===== config.mk =====
export PLATFORM = sky130hd
export DESIGN_NAME = cvsd_pair_decoder
export DESIGN_NICKNAME = d
export VERILOG_FILES = /design/src/rtl/cvsd_pkg.sv /design/src/rtl/cvsd_ctrl.sv /design/src/rtl/cvsd_datapath.sv /design/src/rtl/cvsd_pair_decoder.sv
export SDC_FILE = /design/constraint.sdc
export NUM_CORES = 1
export LEC_CHECK = 0
export ABC_CLOCK_PERIOD_IN_PS = 14700
export BUFFER_PORTS_ARGS = -buffer_cell sky130_fd_sc_hd__buf_2
export CELL_PAD_IN_SITES_DETAIL_PLACEMENT = 1
export CELL_PAD_IN_SITES_GLOBAL_PLACEMENT = 2
export CORE_ASPECT_RATIO = 1.75
export CORE_MARGIN = 10
export CORE_UTILIZATION = 40
export CTS_CLUSTER_DIAMETER = 200
export DETAILED_ROUTE_END_ITERATION = 12
export PLACE_DENSITY = 0.92
export SYNTH_ARGS = -nofsm -noshare
export SYNTH_HDL_FRONTEND = slang
export SYNTH_SLANG_ARGS = --single-unit
export TNS_END_PERCENT = 30

===== constraint.sdc =====
create_clock -name clk -period 14.7 [get_ports clk]
set_input_delay 2.94 -clock clk [delete_from_list [all_inputs] [get_ports clk]]
set_output_delay 2.94 -clock clk [all_outputs]
set_load 0.02 [all_outputs]

===== src/rtl/cvsd_pkg.sv =====
package cvsd_pkg;
  // Strobes from the bit sequencer to the datapath
  typedef struct packed {
    logic step;    // decode one bit this cycle
    logic bitVal;  // the bit being decoded
  } cvsdStrobe_t;
endpackage


===== src/rtl/cvsd_ctrl.sv =====
module cvsd_ctrl
  import cvsd_pkg::*;
#(
  parameter int BYTE_W = 8
) (
  input  logic              clk,
  input  logic              rstN,
  input  logic              inByteValid,
  input  logic [BYTE_W-1:0] inByte,
  output logic              inByteReady,
  input  logic              outValid,
  input  logic              outReady,
  output cvsdStrobe_t       strobe
);
  localparam int IDX_W = $clog2(BYTE_W);
  localparam logic [IDX_W-1:0] LAST_IDX = IDX_W'(BYTE_W - 1);

  logic              loaded;
  logic [IDX_W-1:0]  bitIdx;
  logic [BYTE_W-1:0] shiftReg;
  logic              canStep;
  logic              lastBit;
  logic              take;

  assign canStep     = loaded && (!outValid || outReady);
  assign lastBit     = (bitIdx == LAST_IDX);
  assign inByteReady = !loaded || (lastBit && canStep);
  assign take        = inByteValid && inByteReady;

  always_ff @(posedge clk or negedge rstN) begin
    if (!rstN) begin
      loaded   <= 1'b0;
      bitIdx   <= '0;
      shiftReg <= '0;
    end else if (take) begin
      loaded   <= 1'b1;
      bitIdx   <= '0;
      shiftReg <= inByte;
    end else if (canStep) begin
      shiftReg <= shiftReg << 1;
      bitIdx   <= bitIdx + 1'b1;
      if (lastBit) loaded <= 1'b0;
    end
  end

  assign strobe.step   = canStep;
  assign strobe.bitVal = shiftReg[BYTE_W-1];


  ready_drop_chk: assert property (@(posedge clk) disable iff (!rstN)
    inByteValid && inByteReady |=> !inByteReady);


  reset_ready_chk: assert property (@(posedge clk) disable iff (!rstN)
    $rose(rstN) |-> inByteReady);
endmodule


===== src/rtl/cvsd_datapath.sv =====
module cvsd_datapath
  import cvsd_pkg::*;
#(
  parameter int DATA_W       = 16,
  parameter int RUN_LEN      = 3,
  parameter int DELTA_MAX    = 200,
  parameter int DELTA_MIN    = 10,
  parameter int SLOPE_SHIFT  = 5,
  parameter int RECON_SHIFT  = 4,
  parameter int MUTE_SAMPLES = 30
) (
  input  logic                     clk,
  input  logic                     rstN,
  input  cvsdStrobe_t              strobe,
  input  logic                     outReady,
  output logic                     outValid,
  output logic signed [DATA_W-1:0] outSample
);
  localparam int MUTE_W = $clog2(MUTE_SAMPLES + 1);
  localparam logic [DATA_W-1:0] SLOPE_INC = DATA_W'(DELTA_MAX);
  localparam logic [DATA_W-1:0] STEP_MIN  = DATA_W'(DELTA_MIN);
  localparam logic [MUTE_W-1:0] MUTE_LIM  = MUTE_W'(MUTE_SAMPLES);

  logic [RUN_LEN-1:0]        hist, histNext;
  logic [DATA_W-1:0]         slope, slopeNext, stepAmt;
  logic signed [DATA_W-1:0]  amp, ampNext, recon, acc, sampleNext;
  logic signed [DATA_W:0]    pairSum;
  logic                      phase, isRun, muted;
  logic [MUTE_W-1:0]         muteCnt;

  // run detector and slope integrator
  always_comb begin
    histNext = {hist[RUN_LEN-2:0], strobe.bitVal};
    isRun    = (&histNext) || (~|histNext);
    if (isRun)             slopeNext = slope + SLOPE_INC;
    else if (slope != '0)  slopeNext = slope - SLOPE_INC;
    else                   slopeNext = slope;
  end

  // amplitude integrator, scaling and pair averaging
  always_comb begin
    stepAmt    = (slopeNext >> SLOPE_SHIFT) + STEP_MIN;
    ampNext    = strobe.bitVal ? amp + $signed(stepAmt) : amp - $signed(stepAmt);
    recon      = ampNext >>> RECON_SHIFT;
    pairSum    = {recon[DATA_W-1], recon} + {acc[DATA_W-1], acc};
    muted      = (muteCnt < MUTE_LIM);
    sampleNext = muted ? '0 : pairSum[DATA_W:1];
  end

  always_ff @(posedge clk or negedge rstN) begin
    if (!rstN) begin
      hist      <= {{(RUN_LEN-1){1'b0}}, 1'b1};
      slope     <= '0;
      amp       <= '0;
      acc       <= '0;
      phase     <= 1'b0;
      muteCnt   <= '0;
      outValid  <= 1'b0;
      outSample <= '0;
    end else begin
      if (strobe.step) begin
        hist  <= histNext;
        slope <= slopeNext;
        amp   <= ampNext;
        if (!phase) begin
          acc   <= recon;
          phase <= 1'b1;
        end else begin
          phase     <= 1'b0;
          outSample <= sampleNext;
          if (muted) muteCnt <= muteCnt + 1'b1;
        end
      end
      if (strobe.step && phase) outValid <= 1'b1;
      else if (outReady)        outValid <= 1'b0;
    end
  end


  stall_hold_chk: assert property (@(posedge clk) disable iff (!rstN)
    outValid && !outReady |=> outValid && $stable(outSample));


  slope_move_chk: assert property (@(posedge clk) disable iff (!rstN)
    strobe.step |=> (slope == $past(slope) + SLOPE_INC) ||
                    (slope == $past(slope) - SLOPE_INC) ||
                    (slope == '0 && $past(slope) == '0));


  slope_idle_chk: assert property (@(posedge clk) disable iff (!rstN)
    !strobe.step |=> $stable(slope) && $stable(amp));


  mute_silent_chk: assert property (@(posedge clk) disable iff (!rstN)
    outValid && (muteCnt < MUTE_LIM) |-> outSample == '0);


  pair_close_chk: assert property (@(posedge clk) disable iff (!rstN)
    $rose(outValid) |-> !phase);
endmodule


===== src/rtl/cvsd_pair_decoder.sv =====
module cvsd_pair_decoder
  import cvsd_pkg::*;
#(
  parameter int BYTE_W       = 8,
  parameter int DATA_W       = 16,
  parameter int RUN_LEN      = 3,
  parameter int DELTA_MAX    = 200,
  parameter int DELTA_MIN    = 10,
  parameter int SLOPE_SHIFT  = 5,
  parameter int RECON_SHIFT  = 4,
  parameter int MUTE_SAMPLES = 30
) (
  input  logic                     clk,
  input  logic                     rstN,
  input  logic                     inByteValid,
  input  logic [BYTE_W-1:0]        inByte,
  output logic                     inByteReady,
  output logic                     outValid,
  input  logic                     outReady,
  output logic signed [DATA_W-1:0] outSample
);
  cvsdStrobe_t strobe;

  cvsd_ctrl #(.BYTE_W(BYTE_W)) ctrl_i (
    .clk         (clk),
    .rstN        (rstN),
    .inByteValid (inByteValid),
    .inByte      (inByte),
    .inByteReady (inByteReady),
    .outValid    (outValid),
    .outReady    (outReady),
    .strobe      (strobe)
  );

  cvsd_datapath #(
    .DATA_W       (DATA_W),
    .RUN_LEN      (RUN_LEN),
    .DELTA_MAX    (DELTA_MAX),
    .DELTA_MIN    (DELTA_MIN),
    .SLOPE_SHIFT  (SLOPE_SHIFT),
    .RECON_SHIFT  (RECON_SHIFT),
    .MUTE_SAMPLES (MUTE_SAMPLES)
  ) dp_i (
    .clk       (clk),
    .rstN      (rstN),
    .strobe    (strobe),
    .outReady  (outReady),
    .outValid  (outValid),
    .outSample (outSample)
  );
endmodule


## After elaboration in Yosys (flattened, before gate mapping)

Index checks and enable logic that the tools add are counted.

| storage, ports and cells | value |
|---|---|
| bits in registers | 81 |
| input port bits | 12 |
| output and inout bits | 18 |
| logic and storage cells | 59 |

| operators by class | value |
|---|---|
| add/subtract/negate cells | 8 |
| order comparisons | 1 |
| equality and inequality tests | 1 |
| multiplexer cells | 14 |
| bitwise gates (word level) | 1 |
| reductions and logical operators | 22 |

Operator list:

| kind | count |
|---|---|
| $mux W16 | 4 |
| $add A16 B16 Y16 | 1 |
| $add A16 B8 Y16 const B | 1 |
| $mux W8 | 2 |
| $reduce_bool A16 Y1 | 1 |
| $sub A16 B16 Y16 | 1 |
| $sub A16 B8 Y16 const B | 1 |
| $add A12 B12 Y13 | 1 |
| $add A11 B4 Y12 const B | 1 |
| $reduce_and A2 Y1 | 4 |
| $reduce_bool A2 Y1 | 4 |
| $mux W1 | 6 |
| $mux W3 | 2 |
| $reduce_and A3 Y1 | 2 |
| $add A5 B1 Y5 const B | 1 |
| $lt A5 B5 Y1 const B | 1 |
| $logic_and A1 B1 Y1 | 4 |
| $add A3 B1 Y3 const B | 1 |
| $eq A3 B3 Y1 const B | 1 |
| $logic_not A1 Y1 | 3 |
| $logic_or A1 B1 Y1 | 3 |
| $reduce_or A3 Y1 | 1 |
| $not A1 Y1 | 1 |

## Logic depth before layout (Yosys ltp)

Gate-level depths: netlist of the first run.

| logic depth | value |
|---|---|
| depth after elaboration | 9 |
| depth in mapped cells | 28 |
| gate-level depth less buffers | 28 |

## By module

From an unflattened synthesis of the first run, not the netlist that was laid out.

| second synthesis, totals | value |
|---|---|
| cells, all modules | 590 |
| area, all modules | 5,430.2 um^2 |

By module, submodules not included:

| module | times used | cells an instance | area each (um^2) | seq. area each (um^2) |
|---|---|---|---|---|
| cvsd_datapath | 1 | 532 | 4,822.1 | 1,552.7 |
| cvsd_ctrl | 1 | 58 | 608.1 | 300.3 |

## Least setup slack after synthesis of the first run

Ideal clock, no wire load.

| timing path | value |
|---|---|
| path kind | input -> output |
| from | in outReady |
| to | out inByteReady |
| arrival time | 3.333 ns |
| required time | 11.760 ns |
| setup slack | 8.427 ns |
| stages | 3 |
| cells stage by stage | nand2b_1 -> nand2_1 -> nand2_1 |

| on the way | value |
|---|---|
| cells in the longest elaborated chain, start to end | 4 |

Ends and longest elaborated chain:

| what | RTL line | RTL |
|---|---|---|
| from (decl) | cvsd_pair_decoder.sv:19 | `input logic outReady,` |
| $logic_or A1 B1 Y1 | cvsd_ctrl.sv:25 | `assign canStep = loaded && (!outValid \|\| outReady);` |
| $logic_and A1 B1 Y1 | cvsd_ctrl.sv:25 |  |
| $logic_and A1 B1 Y1 | cvsd_ctrl.sv:27 | `assign inByteReady = !loaded \|\| (lastBit && canStep);` |
| $logic_or A1 B1 Y1 | cvsd_ctrl.sv:27 |  |
| to (decl) | cvsd_pair_decoder.sv:17 | `output logic inByteReady,` |

No other way between the ends.

## Worst setup path in the final report of the first run

| timing path | value |
|---|---|
| from | reg dp_i.slope[3] |
| to | reg dp_i.outSample[14] |

| on the way | value |
|---|---|
| cells in the longest elaborated chain, start to end | 8 |

Ends and longest elaborated chain:

| what | RTL line | RTL |
|---|---|---|
| from (decl) | cvsd_datapath.sv:25 | `logic [DATA_W-1:0] slope, slopeNext, stepAmt;` |
| from (signal assigned) | cvsd_datapath.sv:63 | `slope <= slopeNext;` |
| $sub A16 B8 Y16 or $reduce_bool A16 Y1 (tied branches) | cvsd_datapath.sv:36 | `else if (slope != '0) slopeNext = slope - SLOPE_INC;` |
| $mux W16 | cvsd_datapath.sv:36 |  |
| $mux W16 (*) | cvsd_datapath.sv:35 | `if (isRun) slopeNext = slope + SLOPE_INC;` |
| via dp_i.slopeNext[7] | cvsd_datapath.sv:25 |  |
| $add A11 B4 Y12 (*) | cvsd_datapath.sv:42 | `stepAmt = (slopeNext >> SLOPE_SHIFT) + STEP_MIN;` |
| $sub A16 B16 Y16 or $add A16 B16 Y16 (tied branches) | cvsd_datapath.sv:43 | `ampNext = strobe.bitVal ? amp + $signed(stepAmt) : amp - $signed(stepAmt);` |
| $mux W16 (*) | cvsd_datapath.sv:43 |  |
| via dp_i.ampNext[15] | cvsd_datapath.sv:26 | `logic signed [DATA_W-1:0] amp, ampNext, recon, acc, sampleNext;` |
| $add A12 B12 Y13 (*) | cvsd_datapath.sv:45 | `pairSum = {recon[DATA_W-1], recon} + {acc[DATA_W-1], acc};` |
| $mux W16 (*) | cvsd_datapath.sv:47 | `sampleNext = muted ? '0 : pairSum[DATA_W:1];` |
| to (signal assigned) | cvsd_datapath.sv:70 | `outSample <= sampleNext;` |
| to (decl) | cvsd_datapath.sv:17 | `output logic signed [DATA_W-1:0] outSample` |

Mark *: on every way through the listed nets, which the timed path passes. The rest lies on a longest branch. The select of a mux whose other input is x is not followed.
A chain may end at the register's enable or synchronous reset.

==> results of run 1 <==
[kinds of logic (layout without fill, tap and decap cells)]
kind of cell	count (synthesis)	in the layout	synth area share
AND/OR/NAND/NOR	223	223	0.2017
multiplexers	20	20	0.04302
AO/OA/AOI/OAI	151	151	0.1962
buffers and inverters	53	69	0.04939
flip-flops	74	74	0.3371
XOR/XNOR	49	49	0.08331
adder cells (fa/ha/maj)	38	38	0.08923
[cell usage in the layout (no fill, tap or decap), types with 5 or more instances in the layout]
| cell | count |
|---|---|
| a211oi_1 | 6 |
| a21o_1 | 7 |
| a21oi_1 | 25 |
| a31oi_1 | 18 |
| and2_1 | 7 |
| buf_2 | 28 |
| clkbuf_16 | 9 |
| dfrtp_1 | 73 |
| ha_1 | 36 |
| inv_1 | 21 |
| mux2_2 | 15 |
| nand2_1 | 107 |
| nand3_1 | 9 |
| nand4_1 | 9 |
| nor2_1 | 35 |
| nor3_1 | 13 |
| o211ai_1 | 6 |
| o21a_1 | 7 |
| o21ai_0 | 27 |
| o21bai_1 | 5 |
| o31ai_1 | 6 |
| or3_1 | 8 |
| xnor2_1 | 29 |
| xor2_1 | 17 |
[layer usage]
layer	vias up	track usage
li1	2214	-
met1	2327	0.1652
met2	60	0.3076
met3	32	0.02763
met4	0	0.07450
met5	-	0
[worst register-to-register path: cells and delay by family, from the launching register on]
kind / cells / cell delay [ns]
compound gates: 11 / 2.90
xor+xnor: 1 / 0.45
flops: 1 / 0.45
simple gates: 5 / 2.08
buf+inv: 1 / 0.13
fa+ha+maj: 4 / 1.10
[sequential cells by signal, indices dropped and copies added, names as in the netlist]
name,cells
dp_i.muteCnt,5
ctrl_i.bitIdx,3
dp_i.outSample,12
dp_i.slope,13
dp_i.outValid,1
ctrl_i.loaded,1
dp_i.amp,16
ctrl_i.shiftReg,8
dp_i.phase,1
dp_i.acc,12
dp_i.hist,2
[final timing paths]
check                                              startpoint                        endpoint  cells after the start
max in group asynchronous                                rstN       dp_i.slope[4]$_DFFE_PN0P_                      1
min in group asynchronous                                rstN     dp_i.muteCnt[2]$_DFFE_PN0P_                      1
worst min-delay path            dp_i.outSample[3]$_DFFE_PN0P_   dp_i.outSample[3]$_DFFE_PN0P_                      2
worst max-delay path                dp_i.slope[3]$_DFFE_PN0P_  dp_i.outSample[14]$_DFFE_PN0P_                     22
worst min register to register  dp_i.outSample[3]$_DFFE_PN0P_   dp_i.outSample[3]$_DFFE_PN0P_                      2
worst max register to register      dp_i.slope[3]$_DFFE_PN0P_  dp_i.outSample[14]$_DFFE_PN0P_                     22
[cell type report]
cell class | instances | area, µm² | area share
multi-input combinational | 481 | 3372 | 0.5620
sequential | 74 | 1853 | 0.3089
clock buffer | 9 | 225.2 | 0.03754
tap | 174 | 217.7 | 0.03629
timing repair buffer | 32 | 170.2 | 0.02836
clock inverter | 7 | 82.58 | 0.01376
inverter | 21 | 78.83 | 0.01314
[through the flow]
stage / setup slack [ns] / instances / hold WS [ns] / instance area (µm²)
2_1_floorplan: 8.427 / 608 / 0.4459 / 5497
3_3_place_gp: 7.805 / 782 / 0.4535 / 5692
3_5_place_dp: 7.536 / 782 / 0.4552 / 5692
4_1_cts: 7.486 / 798 / 0.4814 / 6000
5_1_grt: 6.902 / 798 / 0.4948 / 6000
6_report: 7.493 / 798 / 0.4790 / 6000
==> results.md, run 1 <==
- Met1 wire length: ~5.6 mm
- Die Area: around 19,000 µm²
- Critical path endpoint category: flop
- Crit-path cells: inv_1, ha_1, nor2b_1, nor4b_1, o21ai_0, and2_1, ha_1, or4_4, a211oi_1, o2111ai_1, a211oi_2, a21oi_1, o21a_1, o31a_1, ha_1, a21o_1, a41o_1, a31oi_1, xnor3_1, ha_1, or4b_2, o31ai_1
- Finished Core Util: 0.4460
- R2R Setup Slk: about 7.5 ns
- Crit-path max cell delay: between 0.6 and 0.7 ns
- IO buf count: 29
- Max-Cap Viols: 0
- Critical path class: reg -> reg
- Fin nets: 669
- DR pass1 iterations: 4
- Met3 wire len: about 330 µm
- Initial DRC Count: between 150 and 200
- Yosys reg bits: 74
- Yosys warns: 0
- Gr ovfl total: 0
- Hold Violations, Final: 0
- Share of post-route cells with drive strength above 1: 0.1410
- CTS tree: done
- Clock sink count: 74
- Post-route antenna net violation count: 0
- CTS buffer count: 9
- Ant diodes: 0
- Post-Syn Area: approximately 5500 µm²
- Vias: between 4k and 5k
- Global-route usage over all layers: 0.1628
- First-pass GRT wire length: around 25 mm
- Top-level port count: 30
- Worst Path Arrival: approximately 7.5 ns
- Largest cells by area after synthesis: dfrtp_1 33%, ha_1 8.2%, nand2_1 7.3%
- Final setup fails: 0
- Initial antenna violation count: 0
- Fin Clk Skew: ~0.0093 ns
- Max Buffers Root-to-Sink: 2
- CTS root buf: clkbuf_16
- Routability congestion estimate: a little under 0.9
- CTS hold repair buffers: 0
- DPL Wire Length: around 11 mm
- Post-Route WL: about 15 mm
- Final period util: 0.4903
- CP startpoint kind: flop
- Slew headroom: 0.2106
- Tmin final: between 7 and 8 ns
- Synth top area share: 0.3323
- Fmax: roughly 140 MHz
- Asr flop ratio synth: 1.000
- Most frequent cells after synthesis: 107 x nand2_1, 73 x dfrtp_1, 36 x ha_1
- Vias per cell: just under 6
- Drt drc: 0
- Most numerous cell in the Yosys netlist: nand2_1
- Post-synth EDFFs: 0
- Crit path top cell by count: ha_1
- # Post-CTS Setup Buffers: 0
- Outcome: completed
- Largest fanout on the critical path: 9
- CP max-delay cell: or4_4
- Core Area: approximately 13,000 µm²
- Hold crit path type: reg -> reg
- Critical path's top delay family: compound AO/OA/AOI/OAI gates
- Top Layer Used: met4
- Worst-Skew Late Latency: roughly 0.35 ns
- H-tree levels: 3
- Largest net degree at the start of global routing: 75
- Die W: about 110 µm
- Netlist cell types: 77
- Syn Nets: 658
- Row count: between 50 and 60
- CTS resizes: 0
- Syn-to-layout area delta: 9.151%
- Critical Path RT: 14.95 ns
- Crit path buf inv count: 1
- Area leader, netlist: dfrtp_1
- Met2 wire len: between 8 and 9 mm
- Sequential fraction of the synthesis area: 0.3371
- Max-slew violation count: 0
- Worst-path clk slew: around 0.07 ns
- Setup TNS: 0 ns
- FILL cells: about 1.6k
- RSZ-0062 raised after global routing: no
- Die Ht: 175.1 µm
- Top_reg_cell synth: dfrtp_1
- WL/cell: between 15 and 20 µm
- Worst slew pin tran: around 1.2 ns
- Starting Density: 0.4086
- Cells after synthesis: 608
- Syn_area_per_cell: around 9.0 µm²
- Vias in the first global route: between 5k and 6k
Power of run 1 is not shown: default switching activity piles up to over one toggle a cycle in this logic, so the estimate is an artifact.
==> run 2: changes to the inputs <==
--- a/config.mk
+++ b/config.mk
@@ -5,16 +5,16 @@
 export SDC_FILE = /design/constraint.sdc
 export NUM_CORES = 1
 export LEC_CHECK = 0
-export ABC_CLOCK_PERIOD_IN_PS = 14700
+export ABC_CLOCK_PERIOD_IN_PS = 6400
 export BUFFER_PORTS_ARGS = -buffer_cell sky130_fd_sc_hd__buf_2
 export CELL_PAD_IN_SITES_DETAIL_PLACEMENT = 1
 export CELL_PAD_IN_SITES_GLOBAL_PLACEMENT = 2
 export CORE_ASPECT_RATIO = 1.75
 export CORE_MARGIN = 10
-export CORE_UTILIZATION = 40
+export CORE_UTILIZATION = 35
 export CTS_CLUSTER_DIAMETER = 200
 export DETAILED_ROUTE_END_ITERATION = 12
-export PLACE_DENSITY = 0.92
+export PLACE_DENSITY = 0.86
 export SYNTH_ARGS = -nofsm -noshare
 export SYNTH_HDL_FRONTEND = slang
 export SYNTH_SLANG_ARGS = --single-unit
==> constraint.sdc (replaced) <==
create_clock -name clk -period 6.4 [get_ports clk]
set_input_delay 1.28 -clock clk [delete_from_list [all_inputs] [get_ports clk]]
set_output_delay 1.28 -clock clk [all_outputs]
set_load 0.02 [all_outputs]
==> results.md, run 2 (synthesized netlist as in run 1, its figures left out) <==
- Outcome: completed
- Initial DRC Count: 132
- Die Area: between 20,000 and 25,000 µm²
- WL/cell: between 15 and 20 µm
- R2R Setup Slk: 0.18 ns
- Worst-Skew Late Latency: ~0.34 ns
- CTS tree: done
- Initial antenna violation count: 0
- CTS hold repair buffers: 0
- DPL Wire Length: ~11 mm
- Max FFs per register: 16
- Crit-path cells: and3_1, nor4b_4, or3_1, and2_1, ha_1, or4_4, a211oi_2, o2111ai_2, a211oi_2, buf_4, a21oi_1, o21a_1, o31a_1, ha_1, a21o_1, a41o_1, a31oi_2, xnor3_1, ha_1, or4b_2, o31ai_1
- Crit-path max cell delay: 0.60 ns
- Die W: around 110 µm
- Starting Density: 0.3572
- Max-Cap Viols: 0
- Hold crit path type: reg -> reg
- Hold Violations, Final: 0
- Max Buffers Root-to-Sink: 2
- Largest net degree at the start of global routing: 75
- Fin Clk Skew: approximately 0.0069 ns
- Post-Route WL: about 15 mm
- CP startpoint kind: flop
- IO buf count: 29
- Post-Layout Cell Count: 840
- Top reg by flops: dp_i.amp
- Largest fanout on the critical path: 8
- Hold Crit Start: dp_i.outSample[3]$_DFFE_PN0P_
- Post-route cell area: 6382 µm²
- Critical path endpoint category: flop
- Final period util: 0.9720
- Crit path top cell by count: ha_1
- Hold_ws: roughly 0.48 ns
- Final setup fails: 0
- Syn-to-layout area delta: 16.12%
- Worst Path Arrival: about 6.5 ns
- Tmin final: a little over 6 ns
- Placed cells: about 800
- Gr ovfl total: 0
- Routability congestion estimate: about 0.90
- Hold Path Sink: dp_i.outSample[3]$_DFFE_PN0P_
- R2R depth: 21
- Most common cell after layout, fill and taps aside: nand2_1
- Max-slew violation count: 0
- Global-route usage over all layers: 0.1450
- CTS root buf: clkbuf_16
- Worst slew pin tran: ~1.0 ns
- Critical path class: reg -> reg
- Fin nets: about 700
- Vias per cell: 5.652
- Most frequent cells in the layout: 107 x nand2_1, 70 x dfrtp_1, 36 x ha_1, 34 x nor2_1, 34 x buf_4
- Clock sink count: 74
- Placed Area: about 5900 µm²
- Fmax: between 150 and 200 MHz
- Slew headroom: 0.3100
- Largest regs: dp_i.amp: 16 flops, dp_i.slope: 13 flops
- Drt drc: 0
- Ant diodes: 0
- First-pass GRT wire length: 25.48 mm
- H-tree levels: 3
- Critical Path RT: roughly 6.6 ns
- Row count: 60
- FF-to-FF End: dp_i.outSample[14]$_DFFE_PN0P_
- Vias: 4,748
- DR pass1 iterations: 4
- Core Area: ~15,000 µm²
- Worst-path clk slew: approximately 0.06 ns
- Hold path depth: 2
- Vias in the first global route: between 5k and 6k
- Top-level port count: 30
- CTS buffer count: 9
- Die Ht: between 150 and 200 µm
- Share of post-route cells with drive strength above 1: 0.2125
- CP max-delay cell: dfstp_2
- Worst R2R Start: dp_i.hist[0]$_DFFE_PN1P_
- Post-route antenna net violation count: 0
## run 2: routing by layer
layer | track usage | share of wire | up-vias | wire, µm
met5 | 0 | 0 | - | 0
met4 | 0.06064 | 0.033 | 0 | 498
met3 | 0.01805 | 0.014 | 38 | 209
met2 | 0.2842 | 0.58 | 52 | 8722
met1 | 0.1466 | 0.38 | 2391 | 5691
li1 | - | - | 2267 | -
## run 2: worst max-delay path by stage
| stage | startpoint | end | slack, ns | cells past startpoint |
|---|---|---|---|---|
| 4_1_cts | dp_i.slope[3]$_DFFE_PN0P_ | dp_i.outSample[14]$_DFFE_PN0P_ | 0.007 | 22 |
| 2_1_floorplan | dp_i.slope[3]$_DFFE_PN0P_ | dp_i.outSample[14]$_DFFE_PN0P_ | 0.13 | 23 |
| 6_report | dp_i.hist[0]$_DFFE_PN1P_ | dp_i.outSample[14]$_DFFE_PN0P_ | 0.18 | 21 |
| 3_3_place_gp | dp_i.slope[3]$_DFFE_PN0P_ | dp_i.outSample[14]$_DFFE_PN0P_ | 0.22 | 23 |
| 5_1_grt | dp_i.hist[0]$_DFFE_PN1P_ | dp_i.outSample[14]$_DFFE_PN0P_ | -0.08 | 22 |
| 3_5_place_dp | ctrl_i.shiftReg[7]$_DFFE_PN0P_ | dp_i.outSample[14]$_DFFE_PN0P_ | -0.04 | 20 |
## run 2: area by class of cell
type / instances / area (µm²)
Timing Repair Buffer: 62 / 395.4
Fill cell: 1772 / 9007
Clock buffer: 10 / 229.0
Clock inverter: 6 / 65.06
Sequential cell: 74 / 1857
Multi-Input combinational cell: 481 / 3525
Inverter: 21 / 78.83
Tap cell: 186 / 232.7
## run 2: critical path: cells and delay by family (launching register included)
kind,cells,cell delay (ns)
simple gates,6,2.17
flops,1,0.60
fa+ha+maj,3,0.78
compound gates,10,2.13
buf+inv,1,0.16
xor+xnor,1,0.27
## run 2: what timing repair did
action                                  in CTS  in global routing
pin swaps                                    0                  7
endpoints found under the setup margin       1                  5
gates resized for setup                      6                 30
setup buffers                                0                  6
## run 2: through the flow
stage / TNS [ns] / util / setup WS [ns]
floorplan: 0 / - / 0.1309
global placement: 0 / 0.3825 / 0.2207
detailed placement: -0.04268 / 0.3825 / -0.04268
CTS: 0 / 0.4039 / 0.007003
global route: -0.1072 / 0.4147 / -0.07771
finish: 0 / 0.4147 / 0.1790
Power of run 2 is left out for the same reason.
==> run 3: changes to the inputs <==
--- a/config.mk
+++ b/config.mk
@@ -11,10 +11,11 @@
 export CELL_PAD_IN_SITES_GLOBAL_PLACEMENT = 2
 export CORE_ASPECT_RATIO = 1.75
 export CORE_MARGIN = 10
-export CORE_UTILIZATION = 35
+export CORE_UTILIZATION = 36
+export CTS_BUF_LIST = sky130_fd_sc_hd__clkbuf_2
 export CTS_CLUSTER_DIAMETER = 200
 export DETAILED_ROUTE_END_ITERATION = 12
-export PLACE_DENSITY = 0.86
+export PLACE_DENSITY = 0.88
 export SYNTH_ARGS = -nofsm -noshare
 export SYNTH_HDL_FRONTEND = slang
 export SYNTH_SLANG_ARGS = --single-unit
==> results.md, run 3 (synthesized netlist as in run 1, its figures left out) <==
- Die Area: about 21,000 µm²
- Starting Density: 0.3686
- H-tree levels: 3
- CTS tree: done
- Placed cells: around 820
- Largest fanout on the critical path: 5
- Fin nets: 699
- Critical path class: reg -> reg
- Row count: 59
- Post-Route WL: ~15 mm
- Global-route usage over all layers: 0.1454
- CTS hold repair buffers: 0
- Slew headroom: 0.2775
- Worst-Skew Late Latency: 0.56 ns
- Clock sink count: 74
- Worst Path Arrival: 6.65 ns
- Hold crit path type: reg -> reg
- Top-level port count: 30
- Hold_ws: 0.5109 ns
- Vias: roughly 4.8k
- Post-route setup slack: 0.2222 ns
- Worst slew pin tran: 1.080 ns
- Critical path endpoint category: flop
- Initial antenna violation count: 1
- Fin Clk Skew: 0.03312 ns
- Vias in the first global route: approximately 5.2k
- Hold Violations, Final: 0
- Die Ht: 183.5 µm
- Most frequent cells in the layout: 106 x nand2_1, 67 x dfrtp_1, 36 x ha_1, 34 x nor2_1, 34 x buf_4
- Syn-to-layout area delta: 13.48%
- Critical Path RT: approximately 6.9 ns
- Pre-CTS setup slack: -0.1035 ns
- Hold Crit Start: dp_i.outSample[9]$_DFFE_PN0P_
- Max Buffers Root-to-Sink: 2
- FILL cells: 1,757
- Max FFs per register: 16
- Vias per cell: ~5.7
- Largest regs: dp_i.amp: 16 flops, dp_i.slope: 13 flops
- Worst R2R Start: dp_i.slope[9]$_DFFE_PN0P_
- First-pass GRT wire length: between 20 and 30 mm
- Drt drc: 0
- WL/cell: between 15 and 20 µm
- Final setup fails: 0
- R2R Setup Slk: around 0.22 ns
- Most common cell after layout, fill and taps aside: nand2_1
- IO buf count: 29
- Worst-path clk slew: approximately 0.24 ns
- Routability congestion estimate: approximately 0.90
- Outcome: completed
- Post-Layout Cell Count: about 840
- Max-Cap Viols: 0
- Share of post-route cells with drive strength above 1: 0.2232
- Final period util: 0.9653
- CTS root buf: clkbuf_2
- Fmax: 161.9 MHz
- Tmin final: between 6 and 7 ns
- Largest net degree at the start of global routing: between 70 and 80
- Max-slew violation count: 0
- Post-route antenna net violation count: 0
- CTS buffer count: 9
- DPL Wire Length: between 10 and 15 mm
- DR pass1 iterations: 4
- Setup TNS: 0 ns
- Core Area: between 10,000 and 15,000 µm²
- Setup crit start: dp_i.slope[9]$_DFFE_PN0P_
- Initial DRC Count: approximately 160
- CP startpoint kind: flop
- Gr ovfl total: 0
- Die W: 113.4 µm
- Top reg by flops: dp_i.amp
run 3: cell count changes in the layout (fill, tap and decap cells not counted), sizes merged:
cell      before  now
bufinv         1    2
clkinv         3    1
clkinvlp       1    2
diode          0    1
run 3: worst paths after layout:
kind                                                        to  cells past startpoint
worst max-delay path            dp_i.outSample[14]$_DFFE_PN0P_                     21
worst min-delay path             dp_i.outSample[9]$_DFFE_PN0P_                      2
worst max register to register  dp_i.outSample[14]$_DFFE_PN0P_                     21
worst min register to register   dp_i.outSample[9]$_DFFE_PN0P_                      2
max in group asynchronous           dp_i.slope[10]$_DFFE_PN0P_                      1
min in group asynchronous              dp_i.amp[4]$_DFFE_PN0P_                      1
run 3: worst max-delay path, cell delays in order (launching register included):
cell	delay, ns
dfrtp_1	0.50
or3_4	0.44
nor3b_4	0.27
a211oi_2	0.13
o21a_1	0.25
ha_1	0.21
or4_4	0.58
a211oi_1	0.26
o2111ai_1	0.22
a211oi_2	0.27
buf_4	0.17
a21oi_1	0.08
o21a_1	0.19
o31a_1	0.25
ha_1	0.22
a21o_1	0.17
a41o_1	0.24
a31oi_2	0.23
xnor3_1	0.28
ha_1	0.34
or4b_2	0.60
o31ai_1	0.20
run 3: stage by stage:
stage,area [µm²],utilization
after floorplan,5497,-
after detailed placement,5898,0.3955
after global routing,6237,0.4183
final,6237,0.4183
after CTS,6093,0.4086
after global placement,5898,0.3955
run 3: repair_timing:
action | 4_1_cts | 5_1_grt
buffers inserted | 2 | 2
resized for setup | 9 | 33
endpoints found under the setup margin | 1 | 5
pin swaps | 1 | 6
run 3: area by class of cell:
| class | instances | area [µm²] | share of cell area |
|---|---|---|---|
| clock buffers | 10 | 50.05 | 0.008024 |
| clock inverters | 6 | 88.84 | 0.01424 |
| repair buffers | 62 | 395.4 | 0.06339 |
| well taps | 183 | 229.0 | 0.03671 |
| multi-input cells | 481 | 3532 | 0.5663 |
| inverters | 21 | 78.83 | 0.01264 |
| flip-flops and latches | 74 | 1861 | 0.2983 |
| diodes | 1 | 2.502 | 0.0004012 |
run 3: layer usage:
layer / up-vias / GRT usage / share of wire
li1: 2271 / - / -
met1: 2421 / 0.1418 / 0.38
met2: 49 / 0.2886 / 0.58
met3: 31 / 0.02418 / 0.016
met4: 0 / 0.05810 / 0.029
met5: - / 0 / 0
Power of run 3 is left out for the same reason.
